--- src/rtl/dispatch_pkg.sv ---
package dispatch_pkg;
  typedef struct packed {
    logic flush;  // redirect: drop held group, latch target word
    logic load;   // capture offered fetch group
    logic issue;  // a bundle leaves this cycle
  } ctrl_t;
endpackage

--- src/rtl/dispatch_ctrl.sv ---
module dispatch_ctrl
  import dispatch_pkg::*;
(
  input  logic  clk,
  input  logic  rstN,
  input  logic  fetchValid,
  input  logic  redirectValid,
  input  logic  lastPkt,
  output logic  fetchReady,
  output logic  issueValid,
  output ctrl_t ctrl
);
  logic holdQ;

  assign fetchReady = !redirectValid && (!holdQ || lastPkt);
  assign issueValid = holdQ && !redirectValid;

  always_comb begin
    ctrl.flush = redirectValid;
    ctrl.issue = issueValid;
    ctrl.load  = fetchValid && fetchReady;
  end

  always_ff @(posedge clk) begin
    if (!rstN)                    holdQ <= 1'b0;
    else if (ctrl.flush)          holdQ <= 1'b0;
    else if (ctrl.load)           holdQ <= 1'b1;
    else if (ctrl.issue && lastPkt) holdQ <= 1'b0;
  end

  // a group stays held until its final bundle has gone out
  assert_hold_until_last_R6: assert property (@(posedge clk) disable iff (!rstN)
    holdQ && !lastPkt && !redirectValid |=> holdQ);
  // an accepted group is held in the following cycle
  assert_load_holds_R7: assert property (@(posedge clk) disable iff (!rstN)
    fetchValid && fetchReady |=> holdQ);
endmodule

--- src/rtl/dispatch_datapath.sv ---
module dispatch_datapath
  import dispatch_pkg::*;
#(
  parameter int SLOTS  = 8,
  parameter int WORD_W = 32,
  parameter int PBIT   = 0
) (
  input  logic                    clk,
  input  logic                    rstN,
  input  ctrl_t                   ctrl,
  input  logic [SLOTS*WORD_W-1:0] fetchWords,
  input  logic [$clog2(SLOTS)-1:0] redirectWord,
  output logic                    lastPkt,
  output logic [SLOTS-1:0]        issueMask,
  output logic [SLOTS*WORD_W-1:0] issueWords
);
  localparam int IDX_W = $clog2(SLOTS);

  logic [SLOTS*WORD_W-1:0] wordsQ;
  logic [IDX_W-1:0]        posQ, startQ;
  logic [SLOTS-1:0]        chain, rawMask;
  logic [IDX_W:0]          span, nextPos;
  logic                    run;

  // chaining flags; the last slot always closes the bundle
  generate
    for (genvar i = 0; i < SLOTS; i++) begin : g_chain
      if (i == SLOTS - 1) begin : g_edge
        assign chain[i] = 1'b0;
      end else begin : g_mid
        assign chain[i] = wordsQ[i*WORD_W + PBIT];
      end
    end
  endgenerate

  always_comb begin
    run     = 1'b1;
    span    = '0;
    rawMask = '0;
    for (int i = 0; i < SLOTS; i++) begin
      if (i >= int'(posQ)) begin
        rawMask[i] = run;
        if (run) span = span + {{IDX_W{1'b0}}, 1'b1};
        run = run && chain[i];
      end
    end
    nextPos = {1'b0, posQ} + span;
  end

  assign lastPkt   = rawMask[SLOTS-1];
  assign issueMask = rawMask & {SLOTS{ctrl.issue}};

  generate
    for (genvar i = 0; i < SLOTS; i++) begin : g_slot
      assign issueWords[i*WORD_W +: WORD_W] =
        issueMask[i] ? wordsQ[i*WORD_W +: WORD_W] : '0;
    end
  endgenerate

  always_ff @(posedge clk) begin
    if (!rstN) begin
      wordsQ <= '0;
      posQ   <= '0;
      startQ <= '0;
    end else if (ctrl.flush) begin
      startQ <= redirectWord;
    end else begin
      if (ctrl.issue) posQ <= nextPos[IDX_W-1:0];
      if (ctrl.load) begin
        wordsQ <= fetchWords;
        posQ   <= startQ;
        startQ <= '0;
      end
    end
  end

  // a bundle that is not the last of its group moves the start forward
  assert_progress_R4: assert property (@(posedge clk) disable iff (!rstN)
    ctrl.issue && !lastPkt && !ctrl.load |=> posQ > $past(posQ));
endmodule

--- src/rtl/packet_dispatch.sv ---
module packet_dispatch
  import dispatch_pkg::*;
#(
  parameter int SLOTS  = 8,
  parameter int WORD_W = 32,
  parameter int PBIT   = 0
) (
  input  logic                      clk,
  input  logic                      rstN,
  input  logic                      fetchValid,
  output logic                      fetchReady,
  input  logic [SLOTS*WORD_W-1:0]   fetchWords,
  input  logic                      redirectValid,
  input  logic [$clog2(SLOTS)-1:0]  redirectWord,
  output logic                      issueValid,
  output logic [SLOTS-1:0]          issueMask,
  output logic [SLOTS*WORD_W-1:0]   issueWords
);
  ctrl_t ctrl;
  logic  lastPkt;

  dispatch_ctrl u_ctrl (
    .clk(clk), .rstN(rstN), .fetchValid(fetchValid),
    .redirectValid(redirectValid), .lastPkt(lastPkt),
    .fetchReady(fetchReady), .issueValid(issueValid), .ctrl(ctrl)
  );

  dispatch_datapath #(.SLOTS(SLOTS), .WORD_W(WORD_W), .PBIT(PBIT)) u_dp (
    .clk(clk), .rstN(rstN), .ctrl(ctrl), .fetchWords(fetchWords),
    .redirectWord(redirectWord), .lastPkt(lastPkt),
    .issueMask(issueMask), .issueWords(issueWords)
  );

  // an issuing bundle always covers at least one slot; idle shows none
  assert_mask_nonempty_R2: assert property (@(posedge clk) disable iff (!rstN)
    issueValid |-> issueMask != '0);
  assert_idle_mask_R2: assert property (@(posedge clk) disable iff (!rstN)
    !issueValid |-> issueMask == '0);
  // acceptance only alongside the group's final bundle or when idle
  assert_accept_last_R6: assert property (@(posedge clk) disable iff (!rstN)
    fetchValid && fetchReady |-> !issueValid || issueMask[SLOTS-1]);
  // a redirect leaves nothing to issue in the next cycle
  assert_flush_R8: assert property (@(posedge clk) disable iff (!rstN)
    redirectValid |=> !issueValid);
endmodule

--- config.mk ---
export PLATFORM = sky130hd
export DESIGN_NAME = packet_dispatch
export DESIGN_NICKNAME = d
export VERILOG_FILES = /design/src/rtl/dispatch_pkg.sv /design/src/rtl/dispatch_ctrl.sv /design/src/rtl/dispatch_datapath.sv /design/src/rtl/packet_dispatch.sv
export SDC_FILE = /design/constraint.sdc
export NUM_CORES = 1
export LEC_CHECK = 0
export BUFFER_PORTS_ARGS = -buffer_cell sky130_fd_sc_hd__buf_4
export CAP_MARGIN = 20
export CORE_AREA = 2 2 207 209
export DETAILED_ROUTE_END_ITERATION = 7
export DIE_AREA = 0 0 209 211
export GPL_ROUTABILITY_DRIVEN = 1
export GPL_TIMING_DRIVEN = 1
export HOLD_SLACK_MARGIN = 0.06
export PLACE_DENSITY_LB_ADDON = 0.05
export SYNTH_ARGS = -nofsm -noshare
export SYNTH_HDL_FRONTEND = slang
export SYNTH_SLANG_ARGS = --single-unit
--- constraint.sdc ---
create_clock -name clk -period 9.58 [get_ports clk]
set_input_delay 0.958 -clock clk [delete_from_list [all_inputs] [get_ports clk]]
set_output_delay 0.958 -clock clk [all_outputs]
set_load 0.01 [all_outputs]
==> flow_summary.ini, run 1 <==
[die]
num_rows = 75
die_y_microns = 211
die_area_sq_um = 44100
design.portCount = 529
core_area_sq_um = 41800
start_util_pct = 28.9
die_x_microns = 209

[cts]
clock_sinks = 263
htree_num_levels = 2
clk_latency_ps = 530
cts-resized-gates = 0
cts_tree = yes
root_buffer = clkbuf_16
clockBufferDepth = 3
hold_buffers = 0
clk_pin_slew_ps = 50
cts_buffers = 34
cts_setup_buffers = 0

[drt]
wl_per_cell_microns = 17.0
firstDrtPassIters = 4
vias_per_cell = 4.51
drcViolationCount = 0
drt_iter0_drc = 649
ant_nets = 0
finalWirelength_mm = 43.4
vias = 11500

[timing]
setup-tns-final_ps = 0
holdWs_ps = 443
drv_slew = 0
fin_crit_ps = 5590
fin_crit_sh_pct = 58.3
grt_setup_unrepaired = false
fmax_mhz = 179
hold_viol_final = 0
layout_setup_ws_ps = 3990
worstMarginPinSlew_ps = 1110
relSlewSlack_pct = 25.7
fin_skew_ps = 18.3
setup_viol = 0

[yosys]
syn_area_sq_um = 12100
synth_cells = 1530
async_flop_share_pct = 0
ys_ff_latch = 263
ys_types = 48
synth_seq_area_share_pct = 43.6
synth.avg_cell_area_sq_um = 7.90
syn_nets = 1800
synth_edf_count = 0
synth_ff_type = dfxtp_1
yosysWarnings = 0

[worst_hold_path]
min_path_type = reg -> reg

[critical_path]
crit_buf_inv = 1
slowest_stage = dfxtp_1
critical_path_class = reg -> reg
arrival_ps = 6040
path_cells = nand2_1 > a211oi_1 > ha_1 > mux2i_1 > nor2_1 > ha_1 > mux2_2 > mux2i_1 > o22ai_1 > ha_1 > o211a_1 > ha_1 > mux2i_1 > o21ai_0 > and3_1 > ha_1 > inv_1 > o21ai_0 > fa_1 > xor2_1 > xnor3_1 > a21oi_1
worst_path_most_repeated_cell = ha_1
max_stage_delay_ps = 710
worst_setup_path_start_kind = flop
path_delay_family = adder cells
path_max_fanout = 16
required_ps = 10030
worstSetupEndpointType = flop

[cells_and_area]
final_common_cell = buf_4
fin_util_pct = 41.8
final.fill_count = 4406
final_nets = 2260
drive_gt1_share_pct = 30.0
stdcell_count = 2547
post-route-cell-area_sq_um = 17400
final_cell_mix = 541 x buf_4, 528 x nand2_1, 263 x dfxtp_1
area_growth_pct = 44.3
diodes = 0

[power_and_ir_drop]
leakagePower_nw = 7.72
peakVddDrop_uv = 108
power_mw = 2.65
p_per_area_nw_per_um2 = 152

[global_route]
grt_usage_pct = 18.9
grt_max_degree = 154
grt_pass1_vias = 11300
grt_first_pass_wirelength_mm = 65.5
grt_overflow = 0
antenna_found_initial = 0

[place]
dpl_cell_area_sq_um = 16400
post-place-cells = 2492
dp_hpwl_mm = 29.6
place_congestion = 0.776
pre_cts_slack_ps = 4030
io_buffer_count = 528

[flow_run]
maxCapViolCount = 0

[status]
status = complete, no violations
## logic make-up (layout without fill, tap and decap cells)
kind of cell    count (synthesis)  after routing  synth area share (%)
simple gates                  825            825                  31.6
mux                             4              4                 0.342
fa+ha+maj                       7              7                 0.787
xor+xnor                        5              5                 0.476
buf+inv                       126            604                  4.66
compound gates                300            300                  18.6
flops                         263            263                  43.6
## power by group
group | switching (mW) | internal (mW) | total, mW
Clock | 0.477 | 0.742 | 1.22
Sequential | 0.0275 | 1.15 | 1.17
Combinational | 0.127 | 0.135 | 0.263
## path summary, 6_finish.rpt
kind | cells past startpoint | startpoint | endpoint | slack [ps]
setup / recovery | 22 | u_dp.posQ[0] | u_dp.posQ[2] | 3990
hold / removal | 2 | u_dp.wordsQ[18] | u_dp.wordsQ[18] | 440
setup reg to reg | 22 | u_dp.posQ[0] | u_dp.posQ[2] | 3990
hold reg to reg | 2 | u_dp.wordsQ[18] | u_dp.wordsQ[18] | 440
## layout make-up
class	instances	area (sq um)	area share, %
Tap cell	539	674	3.87
Inverter	6	22.5	0.129
Clock buffer	52	1040	5.97
Timing Repair Buffer	544	4120	23.6
Clock inverter	2	10.0	0.0574
Sequential cell	263	5270	30.2
Multi-Input combinational cell	1141	6310	36.2
## state kept, by name, indices dropped and copies added, names as in the netlist
| signal | cells |
|---|---|
| u_dp.wordsQ | 256 |
| u_dp.posQ | 3 |
| u_dp.startQ | 3 |
| u_ctrl.holdQ | 1 |
## worst min-delay path, delay by kind of cell, from the launching register on
| family | cells | cell delay, ps |
|---|---|---|
| AO/OA/AOI/OAI | 1 | 50 |
| flip-flops | 1 | 300 |
| AND/OR/NAND/NOR | 1 | 50 |
## routing by layer
layer | GRT usage [%] | vias to the layer above | part of all wire, %
met5 | 0 | - | 0
met4 | 6.50 | 0 | 2.5
met3 | 5.84 | 54 | 7.3
met2 | 31.8 | 329 | 48
met1 | 22.8 | 5283 | 42
li1 | - | 5821 | -
## Yosys cell counts (2+ instances only)
cell      instances  share of area [%]
buf_4             9               0.56
nand2_1         528                 16
o21ai_0           6               0.25
nand2b_1          3               0.16
o221ai_1          4               0.29
buf_2            45                1.9
a31oi_1           2               0.10
o311a_1           2               0.17
o21a_1            2               0.12
o21ai_1           3               0.12
nand3_1           3               0.12
and3_1           36                1.9
nor2_1           16               0.50
ha_1              6               0.62
a21oi_1          12               0.50
a21boi_0         27                1.7
nor4_1            2               0.10
o211ai_1          2               0.12
xor2_1            3               0.22
inv_1             6               0.19
clkbuf_1         65                2.0
mux2i_1           3               0.25
dfxtp_1         263                 44
and2_1          230                 12
a21boi_1        229                 14
No activity file was read; power rests on OpenSTA's default activity.
==> inputs of run 2 (changes only) <==
ABC_AREA = 1   (was not set)
CORE_AREA = 2 2 205 207   (was 2 2 207 209)
DIE_AREA = 0 0 207 209   (was 0 0 209 211)
clock period = 5.7 ns   (was 9.58 ns; I/O delays follow)
==> run 2 against run 1 <==
Clock skew decreased by 6.9 ps. Setup slack worse by 3300 ps. Cell count rose by 1.3%. Synthesized area fell by 7.2%. Critical path depth is 7 higher. Combinational power up 97%. Global-route usage is 0.92 points lower.
==> flow_summary.ini, run 2 <==
[yosys]
synth.avg_cell_area_sq_um = 7.22
async_flop_share_pct = 0
syn_nets = 1824
synth_seq_area_share_pct = 46.9
yosys-top-cells-count = 288 x inv_1, 270 x nor2_1, 263 x a21oi_1, 263 x dfxtp_1, 190 x o21ai_0
synth_top_family_by_area = compound AO/OA/AOI/OAI gates
ys_ff_latch = 263
synth.area.top_cells = dfxtp_1 47%, a21oi_1 12%, inv_1 9.6%, nor2_1 9.0%, o21ai_0 8.5%
synth_ff_type = dfxtp_1
synth_edf_count = 0
synth_compound_area_share_pct = 24.1
yosysWarnings = 0
ys_types = 32
synth_top_area_cell = dfxtp_1
synthSimpleGateAreaFrac_pct = 12.4
syn_area_sq_um = 11200
synth_cells = 1554
synth.top_cell.area_share_pct = 46.9
synthAdderAreaFrac_pct = 0.848
synth-xor-area-share_pct = 0.0781
synthMuxAreaShare_pct = 0
yosysMostFrequentCell = inv_1

[power_and_ir_drop]
peakVddDrop_uv = 191
p_per_area_nw_per_um2 = 276
leakagePower_nw = 7.35
power_mw = 4.55

[drt]
drcViolationCount = 0
drt_iter0_drc = 581
topRoutingLayerUsed = met4
route.met3.wl_mm = 3.28
route.met2.wl_mm = 19.0
ant_nets = 0
wl_met1_mm = 17.1
vias = 11400
wl_per_cell_microns = 15.7
firstDrtPassIters = 7
vias_per_cell = 4.41
finalWirelength_mm = 40.4

[critical_path]
worstSetupEndpointType = flop
path_max_fanout = 8
slowest_stage = fa_1
max_stage_delay_ps = 400
required_ps = 6110
arrival_ps = 5410
worst_setup_path_start_kind = flop
critical_path_class = reg -> reg

[cells_and_area]
final_cell_mix = 530 x buf_4, 288 x inv_1, 270 x nor2_1
area_growth_pct = 47.3
largest_reg_flops = 256
final_nets = 2290
final_common_cell = buf_4
largest-register = u_dp.wordsQ
top_regs = u_dp.wordsQ: 256 flops, u_dp.posQ: 3 flops, u_dp.startQ: 3 flops
drive_gt1_share_pct = 29.3
post-route-cell-area_sq_um = 16500
diodes = 0

[cts]
cts_buffers = 35
clk_latency_ps = 530
clockBufferDepth = 3
clock_sinks = 263
cts-resized-gates = 0
cts_setup_buffers = 0
htree_num_levels = 2
cts_tree = yes
clk_pin_slew_ps = 50
root_buffer = clkbuf_16
hold_buffers = 0

[timing]
layout_setup_ws_ps = 701
fin_skew_ps = 11.5
hold_viol_final = 0
setup_viol = 0
grt_setup_unrepaired = false
holdWs_ps = 265
setup-tns-final_ps = 0
drv_slew = 0
fin_crit_ps = 5000
fmax_mhz = 200
worstMarginPinSlew_ps = 1160
relSlewSlack_pct = 22.5
fin_crit_sh_pct = 87.7

[global_route]
grt_usage_pct = 18.0
grt_overflow = 0
grt_pass1_vias = 10800
grt_max_degree = 206
grt_first_pass_wirelength_mm = 62.1
antenna_found_initial = 0

[place]
io_buffer_count = 528
pre_cts_slack_ps = 672
place_congestion = 0.768
dp_hpwl_mm = 28.2
dpl_cell_area_sq_um = 15300

[die]
die_area_sq_um = 43300
design.portCount = 529
num_rows = 75
die_y_microns = 209
core_area_sq_um = 41300
start_util_pct = 27.2
die_x_microns = 207

[status]
status = complete, no violations

[worst_hold_path]
min_path_type = in -> reg

[flow_run]
maxCapViolCount = 0
-- run 2: cell types whose count changed after synthesis, moves of 184 or more --
cell | previous run | this run
nand2_1 | 528 | 42
nor2_1 | 16 | 270
inv_1 | 6 | 288
a21oi_1 | 12 | 263
and2_1 | 230 | 0
o21ai_0 | 6 | 190
a21boi_1 | 229 | 0
-- run 2: kinds of logic after synthesis --
kind of cell    count (synthesis)
compound gates                534
xor+xnor                        1
fa+ha+maj                       7
buf+inv                       402
flops                         263
simple gates                  347
-- run 2: path summary, 6_finish.rpt --
check	start	end	slack [ps]	cells past startpoint
setup / recovery	u_dp.posQ[2]	u_dp.posQ[2]	700	29
hold / removal	redirectValid	u_ctrl.holdQ	270	2
setup reg to reg	u_dp.posQ[2]	u_dp.posQ[2]	700	29
hold reg to reg	u_dp.wordsQ[93]	u_dp.wordsQ[93]	450	2
-- run 2: layer usage --
metal | track usage, % | vias up
li1 | - | 5828
met2 | 29.7 | 329
met5 | 0 | -
met4 | 5.07 | 0
met3 | 6.64 | 61
met1 | 21.9 | 5157
-- run 2: layout make-up --
cell class                 count  area [sq um]
clock inverter                 5          31.3
fill                        4455         24800
multi-input combinational    889          4210
clock buffer                  52          1000
inverter                     290          1090
sequential                   263          5270
timing repair buffer         541          4240
tap                          539           674
-- run 2: per-stage QoR --
stage          util [%]  cells
6_report           40.0   2579
5_1_grt            40.0   2579
4_1_cts            39.7   2574
3_5_place_dp       37.2   2517
3_3_place_gp       37.0   2515
2_1_floorplan         -   1554
-- run 2: critical path, delay by kind of cell (launching register included) --
kind	cells	cell delay (ps)
buf+inv	3	160
simple gates	12	1440
compound gates	7	870
flops	1	390
xor+xnor	1	210
fa+ha+maj	6	1800
-- run 2: where the power goes --
part | total [mW] | switching [mW] | leakage, nW | internal (mW)
registers | 2.00 | 0.0330 | 2.17 | 1.97
clock network | 2.03 | 0.826 | 0.502 | 1.21
logic | 0.519 | 0.284 | 4.68 | 0.235
==> inputs of run 3 (changes only) <==
BUFFER_PORTS_ARGS = not set   (was -buffer_cell sky130_fd_sc_hd__buf_4)
DONT_BUFFER_PORTS = 1   (was not set)
MAX_ROUTING_LAYER = met4   (was not set)
clock period = 6 ns   (was 5.7 ns; I/O delays follow)
==> run 3 against run 2 <==
Global-route usage is 1.7 points lower. Setup slack better by 370 ps. Critical path depth stayed put. First-iteration DRC count is 11% lower. Cell count is 20% lower. Critical path type unchanged. Critical endpoint unchanged. Largest power group is now sequential cells.
==> flow_summary.ini, run 3 (synthesis gave the netlist of run 2 again) <==
[cts]
clockBufferDepth = 3
clk_pin_slew_ps = 60
htree_num_levels = 1
clk_latency_ps = 570
cts_buffers = 31
cts-resized-gates = 0
root_buffer = clkbuf_16
clock_sinks = 263
cts_tree = yes

[global_route]
grt_usage_pct = 16.2
grt_first_pass_wirelength_mm = 54.2
grt_overflow = 0
antenna_found_initial = 6
grt_pass1_vias = 9100
grt_max_degree = 260

[die]
die_area_sq_um = 43300
core_area_sq_um = 41300
num_rows = 75
die_y_microns = 209
die_x_microns = 207
start_util_pct = 27.2
design.portCount = 529

[critical_path]
critical_path_class = reg -> reg
path_max_fanout = 8
worst_setup_path_start_kind = flop
slowest_stage = fa_1
required_ps = 6460
r2r_cells = 29
worstSetupEndpointType = flop
arrival_ps = 5390
max_stage_delay_ps = 410

[cells_and_area]
final_common_cell = inv_1
largest_reg_flops = 256
final.fill_count = 4625
area_growth_pct = 10.5
multi_input_area_sq_um = 4210
stdcell_count = 2051
regArea_sq_um = 5270
largest-register = u_dp.wordsQ
top_regs = u_dp.wordsQ: 256 flops, u_dp.posQ: 3 flops, u_dp.startQ: 3 flops
final_cell_mix = 288 x inv_1, 270 x nor2_1, 263 x a21oi_1, 263 x dfxtp_1, 190 x o21ai_0
final_nets = 1754
drive_gt1_share_pct = 4.32

[place]
post-place-cells = 1988
place_congestion = 0.748
io_buffer_count = 0
dp_hpwl_mm = 25.1

[status]
status = complete, no violations

[timing]
grt_setup_unrepaired = false
fin_crit_ps = 4930
relSlewSlack_pct = 32.9
fmax_mhz = 203
fin_crit_sh_pct = 82.2
setup-tns-final_ps = 0
fin_skew_ps = 22.0
drv_slew = 0
hold_viol_final = 0
worstMarginPinSlew_ps = 1010
setup_viol = 0

[drt]
vias_per_cell = 4.56
wl_per_cell_microns = 17.6
drcViolationCount = 0
firstDrtPassIters = 4
finalWirelength_mm = 36.2
vias = 9355
ant_nets = 0
drt_iter0_drc = 516

[power_and_ir_drop]
p_per_area_nw_per_um2 = 329
peakVddDrop_uv = 198
power_mw = 4.08
leakagePower_nw = 4.56

[worst_hold_path]
min_path_type = in -> reg
hold_path_depth = 2

[flow_run]
maxCapViolCount = 0
-- run 3: area by class of cell --
cell class | instances | area share, %
Sequential cell | 263 | 42.5
Multi-Input combinational cell | 889 | 34.0
Inverter | 290 | 8.78
Clock buffer | 49 | 7.45
Tap cell | 539 | 5.44
Timing Repair Buffer | 9 | 1.25
Clock inverter | 6 | 0.505
Antenna cell | 6 | 0.121
-- run 3: worst max-delay path, delay by kind of cell (launching register included) --
kind	cells	cell delay [ps]
AO/OA/AOI/OAI	7	830
XOR/XNOR	1	200
adder cells (fa/ha/maj)	6	1800
buffers and inverters	3	160
flip-flops	1	390
AND/OR/NAND/NOR	12	1450
-- run 3: worst paths after layout --
path         slack (ps)            start         endpoint
max                1070     u_dp.posQ[2]     u_dp.posQ[2]
min reg2reg         450  u_dp.wordsQ[30]  u_dp.wordsQ[30]
min                 170    redirectValid   u_dp.startQ[1]
max reg2reg        1070     u_dp.posQ[2]     u_dp.posQ[2]
-- run 3: timing repair --
item	in CTS	in global routing
endpoints found under the hold margin	1	0
setup buffers	0	0
hold buffers	1	0
-- run 3: layer usage --
metal / routed length [microns] / share of wire [%] / GRT usage, %
met3: 2970 / 8.2 / 5.76
met4: 1080 / 3.0 / 5.39
met1: 15200 / 42 / 19.1
met2: 17000 / 47 / 25.9
met5: 0 / 0 / -
-- run 3: metrics by stage --
stage | setup slack [ps] | hold WS, ps | cell area [sq um] | utilization (%)
2_1_floorplan | 1460 | 430 | 11200 | -
3_3_place_gp | 1120 | 437 | 11300 | 27.4
3_5_place_dp | 1030 | 443 | 11400 | 27.5
4_1_cts | 1010 | 125 | 12400 | 29.9
5_1_grt | 482 | 135 | 12400 | 30.0
6_report | 1070 | 167 | 12400 | 30.0
-- run 3: report_power, final --
part	leakage [nW]	switching, mW	total [mW]	internal, mW
combinational	1.91	0.230	0.339	0.110
clock	0.486	0.749	1.84	1.09
sequential	2.17	0.0315	1.90	1.87
total	4.56	1.01	4.08	3.07
